## config.mk

```make
export PLATFORM = sky130hd
export DESIGN_NAME = yield_qualifier
export DESIGN_NICKNAME = d
export VERILOG_FILES = /design/src/rtl/yq_pkg.sv /design/src/rtl/yq_ctx_match.sv /design/src/rtl/yq_decode.sv /design/src/rtl/yq_scan.sv /design/src/rtl/yield_qualifier.sv
export SDC_FILE = /design/constraint.sdc
export NUM_CORES = 1
export LEC_CHECK = 0
export BUFFER_PORTS_ARGS = -buffer_cell sky130_fd_sc_hd__buf_4
export CAP_MARGIN = 20
export CORE_AREA = 2 2 116 107
export CTS_CLUSTER_SIZE = 12
export DETAILED_ROUTE_END_ITERATION = 10
export DIE_AREA = 0 0 118 109
export PLACE_DENSITY = 0.78
export REMOVE_ABC_BUFFERS = 1
export SYNTH_ARGS = -nofsm -noshare
export SYNTH_HDL_FRONTEND = slang
export SYNTH_SLANG_ARGS = --single-unit
```

## constraint.sdc

```tcl
create_clock -name clk -period 2.2 [get_ports clk]
set_clock_uncertainty 0.15 [all_clocks]
set_input_delay 0 -clock clk [delete_from_list [all_inputs] [get_ports clk]]
set_output_delay 0 -clock clk [all_outputs]
set_load 0.05 [all_outputs]
```

## src/rtl/yq_pkg.sv

```systemverilog
package yq_pkg;
   localparam int EXC_W = 3;
   localparam logic [EXC_W-1:0] EXC_NONE  = 3'd0;
   localparam logic [EXC_W-1:0] EXC_MASK  = 3'd2;
   localparam logic [EXC_W-1:0] EXC_SCHED = 3'd4;
endpackage

```

## src/rtl/yq_ctx_match.sv

```systemverilog
module yq_ctx_match #(
   parameter int VPE_W = 4,
   parameter int IDX_W = 3
) (
   input  logic             alloc,
   input  logic             halted,
   input  logic             active,
   input  logic [VPE_W-1:0] bind_vpe,
   input  logic [IDX_W-1:0] bind_ctx,
   input  logic [VPE_W-1:0] want_vpe,
   input  logic [IDX_W-1:0] want_ctx,
   output logic             hit
);
   assign hit = alloc && !halted && active &&
                (bind_vpe == want_vpe) && (bind_ctx == want_ctx);
endmodule

```

## src/rtl/yq_decode.sv

```systemverilog
module yq_decode
   import yq_pkg::*;
#(
   parameter int VAL_W = 32
) (
   input  logic [VAL_W-1:0] src,
   input  logic [VAL_W-1:0] mask,
   input  logic             intervene,
   input  logic             dirty,
   output logic             is_zero,
   output logic             fault,
   output logic [EXC_W-1:0] code
);
   localparam logic [VAL_W-1:0] NEG_TWO = {{(VAL_W-1){1'b1}}, 1'b0};

   logic is_neg;
   logic no_overlap;

   assign is_zero    = (src == '0);
   assign is_neg     = src[VAL_W-1];
   assign no_overlap = ((src & mask) == '0);

   always_comb begin
      fault = 1'b0;
      code  = EXC_NONE;
      if (!is_zero && !is_neg && no_overlap) begin
         fault = 1'b1;
         code  = EXC_MASK;
      end else if (is_neg && (src != NEG_TWO) && intervene && dirty) begin
         fault = 1'b1;
         code  = EXC_SCHED;
      end
   end
endmodule

```

## src/rtl/yq_scan.sv

```systemverilog
module yq_scan #(
   parameter int NUM_CTX = 8,
   localparam int IDX_W = $clog2(NUM_CTX)
) (
   input  logic               clk,
   input  logic               rst_n,
   input  logic               start,
   input  logic [IDX_W-1:0]   last_idx,
   input  logic [NUM_CTX-1:0] hit_vec,
   output logic               busy,
   output logic               finish,
   output logic               found
);
   logic [IDX_W-1:0] idx;
   logic             acc;

   assign finish = busy && (idx == last_idx);
   assign found  = acc | hit_vec[idx];

   always_ff @(posedge clk or negedge rst_n) begin
      if (!rst_n) begin
         busy <= 1'b0;
         idx  <= '0;
         acc  <= 1'b0;
      end else if (start) begin
         busy <= 1'b1;
         idx  <= '0;
         acc  <= 1'b0;
      end else if (busy) begin
         acc <= found;
         if (idx == last_idx) busy <= 1'b0;
         else                 idx  <= idx + 1'b1;
      end
   end


   scan_step_chk: assert property (@(posedge clk) disable iff (!rst_n)
      busy && $past(busy) |-> idx == $past(idx) + 1'b1);

   scan_range_chk: assert property (@(posedge clk) disable iff (!rst_n)
      busy |-> idx <= last_idx);
endmodule

```

## src/rtl/yield_qualifier.sv

```systemverilog
module yield_qualifier
   import yq_pkg::*;
#(
   parameter int VAL_W   = 32,
   parameter int NUM_CTX = 8,
   parameter int VPE_W   = 4,
   localparam int IDX_W  = $clog2(NUM_CTX)
) (
   input  logic                       clk,
   input  logic                       rst_n,
   input  logic                       req_valid,
   input  logic [VAL_W-1:0]           yield_src,
   input  logic [VAL_W-1:0]           yield_mask,
   input  logic [VPE_W-1:0]           caller_vpe,
   input  logic [IDX_W-1:0]           caller_ctx,
   input  logic                       caller_dirty,
   input  logic                       sched_intervene,
   input  logic [IDX_W-1:0]           ctx_count_m1,
   input  logic [NUM_CTX-1:0]         ctx_alloc,
   input  logic [NUM_CTX-1:0]         ctx_halt,
   input  logic [NUM_CTX-1:0]         ctx_active,
   input  logic [NUM_CTX*VPE_W-1:0]   ctx_bind_vpe,
   input  logic [NUM_CTX*IDX_W-1:0]   ctx_bind_ctx,
   output logic                       busy,
   output logic                       done,
   output logic                       deactivate,
   output logic                       fault,
   output logic [EXC_W-1:0]           exc_code,
   output logic [VAL_W-1:0]           result
);
   generate
      if (VAL_W < 2) begin : g_bad_w
         $error("VAL_W must be at least 2");
      end
      if (NUM_CTX < 2 || (1 << IDX_W) != NUM_CTX) begin : g_bad_n
         $error("NUM_CTX must be a power of two, at least 2");
      end
   endgenerate

   logic [VAL_W-1:0] src_q, mask_q;
   logic [VPE_W-1:0] vpe_q;
   logic [IDX_W-1:0] ctx_q;
   logic             dec_zero, dec_fault;
   logic [EXC_W-1:0] dec_code;
   logic [NUM_CTX-1:0] hit_vec;
   logic             scan_finish, scan_found, accept;

   assign accept = req_valid && !busy;

   yq_decode #(.VAL_W(VAL_W)) u_dec (
      .src(yield_src), .mask(yield_mask),
      .intervene(sched_intervene), .dirty(caller_dirty),
      .is_zero(dec_zero), .fault(dec_fault), .code(dec_code));

   for (genvar i = 0; i < NUM_CTX; i++) begin : g_ctx
      yq_ctx_match #(.VPE_W(VPE_W), .IDX_W(IDX_W)) u_match (
         .alloc(ctx_alloc[i]), .halted(ctx_halt[i]), .active(ctx_active[i]),
         .bind_vpe(ctx_bind_vpe[i*VPE_W +: VPE_W]),
         .bind_ctx(ctx_bind_ctx[i*IDX_W +: IDX_W]),
         .want_vpe(vpe_q), .want_ctx(ctx_q), .hit(hit_vec[i]));
   end

   yq_scan #(.NUM_CTX(NUM_CTX)) u_scan (
      .clk(clk), .rst_n(rst_n), .start(accept && dec_zero),
      .last_idx(ctx_count_m1), .hit_vec(hit_vec),
      .busy(busy), .finish(scan_finish), .found(scan_found));

   always_ff @(posedge clk or negedge rst_n) begin
      if (!rst_n) begin
         src_q <= '0; mask_q <= '0; vpe_q <= '0; ctx_q <= '0;
      end else if (accept) begin
         src_q  <= yield_src;
         mask_q <= yield_mask;
         vpe_q  <= caller_vpe;
         ctx_q  <= caller_ctx;
      end
   end

   always_ff @(posedge clk or negedge rst_n) begin
      if (!rst_n) begin
         done <= 1'b0; deactivate <= 1'b0; fault <= 1'b0;
         exc_code <= EXC_NONE; result <= '0;
      end else begin
         done <= 1'b0; deactivate <= 1'b0; fault <= 1'b0;
         exc_code <= EXC_NONE;
         if (accept && !dec_zero) begin
            done     <= 1'b1;
            fault    <= dec_fault;
            exc_code <= dec_code;
            result   <= yield_src & yield_mask;
         end else if (scan_finish) begin
            done       <= 1'b1;
            deactivate <= scan_found;
            result     <= src_q & mask_q;
         end
      end
   end


   done_idle_chk: assert property (@(posedge clk) disable iff (!rst_n)
      done |-> !busy);

   flags_need_done_chk: assert property (@(posedge clk) disable iff (!rst_n)
      (fault || deactivate) |-> done);

   fault_code_chk: assert property (@(posedge clk) disable iff (!rst_n)
      fault |-> (exc_code == EXC_MASK || exc_code == EXC_SCHED));

   clean_code_chk: assert property (@(posedge clk) disable iff (!rst_n)
      !fault |-> exc_code == EXC_NONE);

   deact_nofault_chk: assert property (@(posedge clk) disable iff (!rst_n)
      deactivate |-> !fault);

   result_hold_chk: assert property (@(posedge clk) disable iff (!rst_n)
      !done |-> $stable(result));
endmodule

```

Yosys cells after proc, flatten, opt, wreduce, memory -nomap -nowiden --
Cells that the tools add are included.
Word-level totals: logic and storage cells 115, bits in registers 114, output and inout bits 39
Cells by class: $add $sub $neg 1, bitwise gates (word level) 3, reduce and logical (&&, ||, !) cells 57, equal/unequal tests 19, mux-type cells 22, $lt $le $gt $ge 1
Operator list (count):
- $and 32x32->32 | 2
- $logic_not 32->1 | 2
- $mux 32 | 2
- $logic_and 1x1->1 | 41
- $eq 4x4->1 | 8
- $ne 32x32->1 const B | 1
- $eq 3x3->1 | 9
- $mux 3 | 6
- $mux 1 | 13
- $logic_not 1->1 | 11
- $lt 3x4->1 const B | 1
- $reduce_bool 2->1 | 2
- $add 3x1->3 const B | 1
- $bmux 1 s3 | 1
- $ne 2x1->1 const B | 1
- $reduce_and 2->1 | 1
- $or 1x1->1 | 1

Depth between registers and ports, before layout --
word-level depth 10, gate-level depth with buffers 8, depth with buffers taken out 6

By module --
Synthesis repeated with hierarchy kept, for this count alone.
Second synthesis, totals: cell total of the unflattened synthesis 507, area total of the unflattened synthesis 5984.5 µm²
By module, submodules not included:
- yield_qualifier | cells an instance 337, sequential area each 2727.6 µm², times used 1, area an instance 4573.1 µm²
- yq_ctx_match | cells an instance 11, sequential area each 0.0 µm², times used 8, area an instance 88.8 µm²
- yq_scan | cells an instance 36, sequential area each 125.1 µm², times used 1, area an instance 367.9 µm²
- yq_decode | cells an instance 46, sequential area each 0.0 µm², times used 1, area an instance 332.8 µm²

Worst setup path after synthesis --
OpenSTA, ideal clock, no wires.
path type reg2reg, from register u_scan.busy, to register result[10], setup time 70 ps, arrival time 1673 ps, path buffers 2, stages on the path, launching flop included 7, required time 1980 ps, period minus slack after synthesis 1893 ps, setup slack 307 ps, path through dfrtp_1 -> nand2b_1 -> clkbuf_1 -> nor2_1 -> clkbuf_1 -> nand3_1 -> nand3_1
On the way: longest elaborated chain between the ends 4, elaborated cells between the ends (all ways) 6
Ends and longest elaborated chain:
- start, declared | RTL line yq_scan.sv:10 | output logic busy,
- start signal, assigned | RTL line yq_scan.sv:22 | busy <= 1'b0;
- start signal, assigned | RTL line yq_scan.sv:26 | busy <= 1'b1;
- start signal, assigned | RTL line yq_scan.sv:31 | if (idx == last_idx) busy <= 1'b0;
- $logic_not 1->1 | RTL line yield_qualifier.sv:48 | assign accept = req_valid && !busy;
- $logic_and 1x1->1 | RTL line yield_qualifier.sv:48
- $logic_and 1x1->1 | RTL line yield_qualifier.sv:86 | if (accept && !dec_zero) begin
- $mux 32 / $reduce_bool 2->1 (equally long branches)
- end signal, assigned | RTL line yield_qualifier.sv:90 | result <= yield_src & yield_mask;
- end signal, assigned | RTL line yield_qualifier.sv:94 | result <= src_q & mask_q;
- end, declared | RTL line yield_qualifier.sv:29 | output logic [VAL_W-1:0] result
Several ways; a longest one is shown, not always the timed one. A chain may end at the register's enable or synchronous reset.

Final worst setup path --
from input yield_src[11], to register result[21]
On the way: longest elaborated chain between the ends 4, elaborated cells between the ends (all ways) 5
Ends and longest elaborated chain:
- start, declared | RTL line yield_qualifier.sv:12 | input logic [VAL_W-1:0] yield_src,
- $logic_not 32->1 * | RTL line yq_decode.sv:19 | assign is_zero = (src == '0);
- $logic_not 1->1 * | RTL line yield_qualifier.sv:86
- $logic_and 1x1->1 * | RTL line yield_qualifier.sv:86
- $mux 32 / $reduce_bool 2->1 (equally long branches)
Mark *: on every way between the ends. The rest lies on a longest branch, timed or not.

==> run metrics <==
DRC viols=0; Reg power frac=36.3%; synthesized instance count=654; DR WL/cell=18.8 um; Synth cell types=35; Comb pwr share=18.5%; Max Slew Vio Count=0; Static Leak=0.00433 uW; # H-tree levels=4; first-pass GRT wire length=33100 um; #FFs+latches synth=113; Seq/Total Area, Yosys=49.9%; vias in the first global route=6449; Maximum Capacitance Violations=0; Worst-path clk slew=0.06 ns; final hold viol count=0; element type at the critical path end=flop; share of layout cells above drive strength 1=26.9%; Routed WL=20700 um; Root Buffer=clkbuf_16; RSZ-0062 raised after global routing=false; 1st-iter DRT viols=706; critical path data arrival time=2.20 ns; synth warn=0; clock buffer depth=2; Switching Share=27.4%; number of fill cells in the layout=800; area share of the largest cell type after synthesis=49.9%; Synth top cells by count=218 x nand2_1, 127 x nand3_1, 113 x dfrtp_1, 45 x xnor2_1, 24 x nand4_1; Core Region=11700 um^2; Ant. Diodes=0; initial antenna violation count=0; Sw Pwr=1790 uW; Die Ht=109 um; post-synthesis xor/xnor area fraction=9.43%; all-layer global routing usage=32.8%; number of flops mapped to enable cells by yosys=0; Storage cell area=2830 um^2; # setup viols final=0; Die Wd=118 um; main combinational cell family by area after synthesis=simple AND/OR/NAND/NOR gates; Detailed Routing Iterations Pass 1=5; setup TNS=0 ns; final cell count without fillers=1102; area of the multi-input gates=2650 um^2; run status=finished, final reports clean; post-route ant nets=0; Synth async-reset ratio=100%; CTS sink count=113; worst hold path class=input pin to flop; worst skew pair latency=0.40 ns; most frequent cell on the critical path=nand3_1; worst reg-to-reg setup slack=0.17 ns; initial core utilization=48.3%; Synth Area in Adders=0.221%; Post-Synth Simple-Gate Area=32.8%; fin crit share=94.1%; largest stage delay on the critical path=0.53 ns; most frequent cell after synthesis=nand2_1; Mean Syn Cell Area=8.67 um^2; Yosys top cell by area=dfrtp_1; Synth Area in Compound Gates=3.60%; grt ovf=0; CTS buffer count=17; DP Wirelength=13600 um; IO Count=198; # port buffers=196; Tmin final=2.07 ns; Power Internal=4740 uW; RD Place Congestion=0.873; Max Freq=483 MHz; Synth-to-Final Area Change=54.9%; Worst slew margin=49.2%; worst-path cell chain=dlygate4sd3_1, buf_4, nor4_1, nand4_1, nor2_1, nor2_2, buf_12, nand3_1, nand3_1; post-synthesis mux area share=0.353%; via count=6270; maximum fanout along the worst path=13; Site Rows=38; Clock power frac=45.1%; Mapped Area=5670 um^2; Most used DFF post-synth=dfrtp_1; vias per cell=5.69; critical path required time=2.33 ns; Synth area leaders=dfrtp_1 50%, nand2_1 14%, nand3_1 11%; crit start category=input pin; slowest cell on the critical path=dlygate4sd3_1; CTS tree=done; largest net degree at the start of global routing=73; Setup Buffers After CTS=0; Setup CP Type=input pin to flop; worst slew pin tran=0.762 ns; Final Net Count=1089; VDD IR max=532 uV; pwr dens=744 nW/um^2; placed insts=993; DIE AREA=12900 um^2
layer usage:
layer  track usage (%)  vias to the layer above  share of wire, %
met5                 0                        -                 0
met4              10.2                        0               2.3
li1                  -                     2784                 -
met2              58.1                      378                51
met1              40.9                     3055                39
met3              6.85                       53               8.0
cell usage in the layout, fill, tap and decap left out, types with 2 or more instances in the layout:
| cell type | synthesis | routed |
|---|---|---|
| nand3_1 | 127 | 127 |
| mux2i_1 | 2 | 2 |
| nand4b_1 | 3 | 3 |
| xor2_1 | 16 | 16 |
| nor2_1 | 9 | 8 |
| o22ai_1 | 2 | 2 |
| nand2_1 | 218 | 218 |
| nor4bb_1 | 2 | 2 |
| clkbuf_16 | 0 | 17 |
| a22oi_1 | 4 | 4 |
| dfrtp_1 | 113 | 112 |
| clkinvlp_4 | 0 | 2 |
| nor4_1 | 17 | 16 |
| buf_4 | 7 | 213 |
| and4b_1 | 2 | 2 |
| xnor2_1 | 45 | 45 |
| inv_1 | 2 | 2 |
| a221oi_1 | 5 | 5 |
| a22o_1 | 7 | 7 |
| nor3_1 | 2 | 2 |
| and2_1 | 2 | 2 |
| clkinv_4 | 0 | 3 |
| buf_12 | 0 | 5 |
| inv_6 | 0 | 2 |
| clkbuf_1 | 21 | 3 |
| dlygate4sd3_1 | 0 | 76 |
| nand4_1 | 24 | 24 |
| bufinv_16 | 0 | 4 |
| a21oi_1 | 2 | 2 |
logic make-up (layout without fill, tap and decap cells):
family,after synthesis,after routing
compound gates,26,26
fa+ha+maj,1,1
mux,2,2
simple gates,410,410
other cells,1,1
xor+xnor,61,61
flops,113,113
buf+inv,40,328
area by class of cell:
class | instances | area share [%]
clock buffers | 21 | 5.13
clock inverters | 11 | 2.04
inverters | 2 | 0.0855
multi-input cells | 501 | 30.2
flip-flops and latches | 113 | 32.2
well taps | 160 | 2.28
repair buffers | 294 | 28.0
worst paths after layout:
path,startpoint,endpoint,cells after the start
worst max-delay path,yield_src[11],result[21]$_DFFE_PN0P_,9
worst min-delay path,ctx_count_m1[2],u_scan.busy$_DFF_PN0_,5
worst max register to register,vpe_q[2]$_DFFE_PN0P_,deactivate$_DFF_PN0_,6
worst min register to register,src_q[1]$_DFFE_PN0P_,src_q[1]$_DFFE_PN0P_,2
max in group asynchronous,rst_n,u_scan.idx[0]$_DFFE_PN0P_,4
min in group asynchronous,rst_n,src_q[26]$_DFFE_PN0P_,3
critical path, delay by kind of cell:
| kind | cells | cell delay, ns |
|---|---|---|
| simple gates | 6 | 1.30 |
| buf+inv | 3 | 0.89 |
per-stage QoR:
stage	instance area [um^2]	utilization [%]	total power [uW]	hold WS [ns]	setup slack, ns
after global placement	7360	62.7	3440	-0.124	0.179
after global routing	8780	74.7	6730	0.138	0.00476
after CTS	8770	74.7	6510	0.0817	0.151
after floorplan	5470	-	2900	-0.446	-2.66
final	8780	74.7	6530	0.0992	0.130
after detailed placement	7360	62.7	3470	-0.116	0.168
registers in the layout, indices dropped and copies added, names as in the netlist, 2 cells and up:
| name | flops |
|---|---|
| mask_q | 32 |
| u_scan.idx | 3 |
| exc_code | 2 |
| result | 32 |
| src_q | 32 |
| ctx_q | 3 |
| vpe_q | 4 |
repair_timing:
action / in CTS / in global routing
setup endpoints to repair: 0 / 2
endpoints found under the hold margin: 222 / 0
hold buffers: 77 / 0
gates resized for setup: 0 / 2
power groups by stage:
stage          combinational (uW)  clock (uW)  sequential, uW
6_report                     1210        2950            2370
5_1_grt                      1290        3050            2390
4_1_cts                      1190        2950            2370
3_5_place_dp                 1070           0            2400
3_3_place_gp                 1050           0            2390
2_1_floorplan                 349           0            2550
Note: power is estimated with default switching activity, not from simulation.
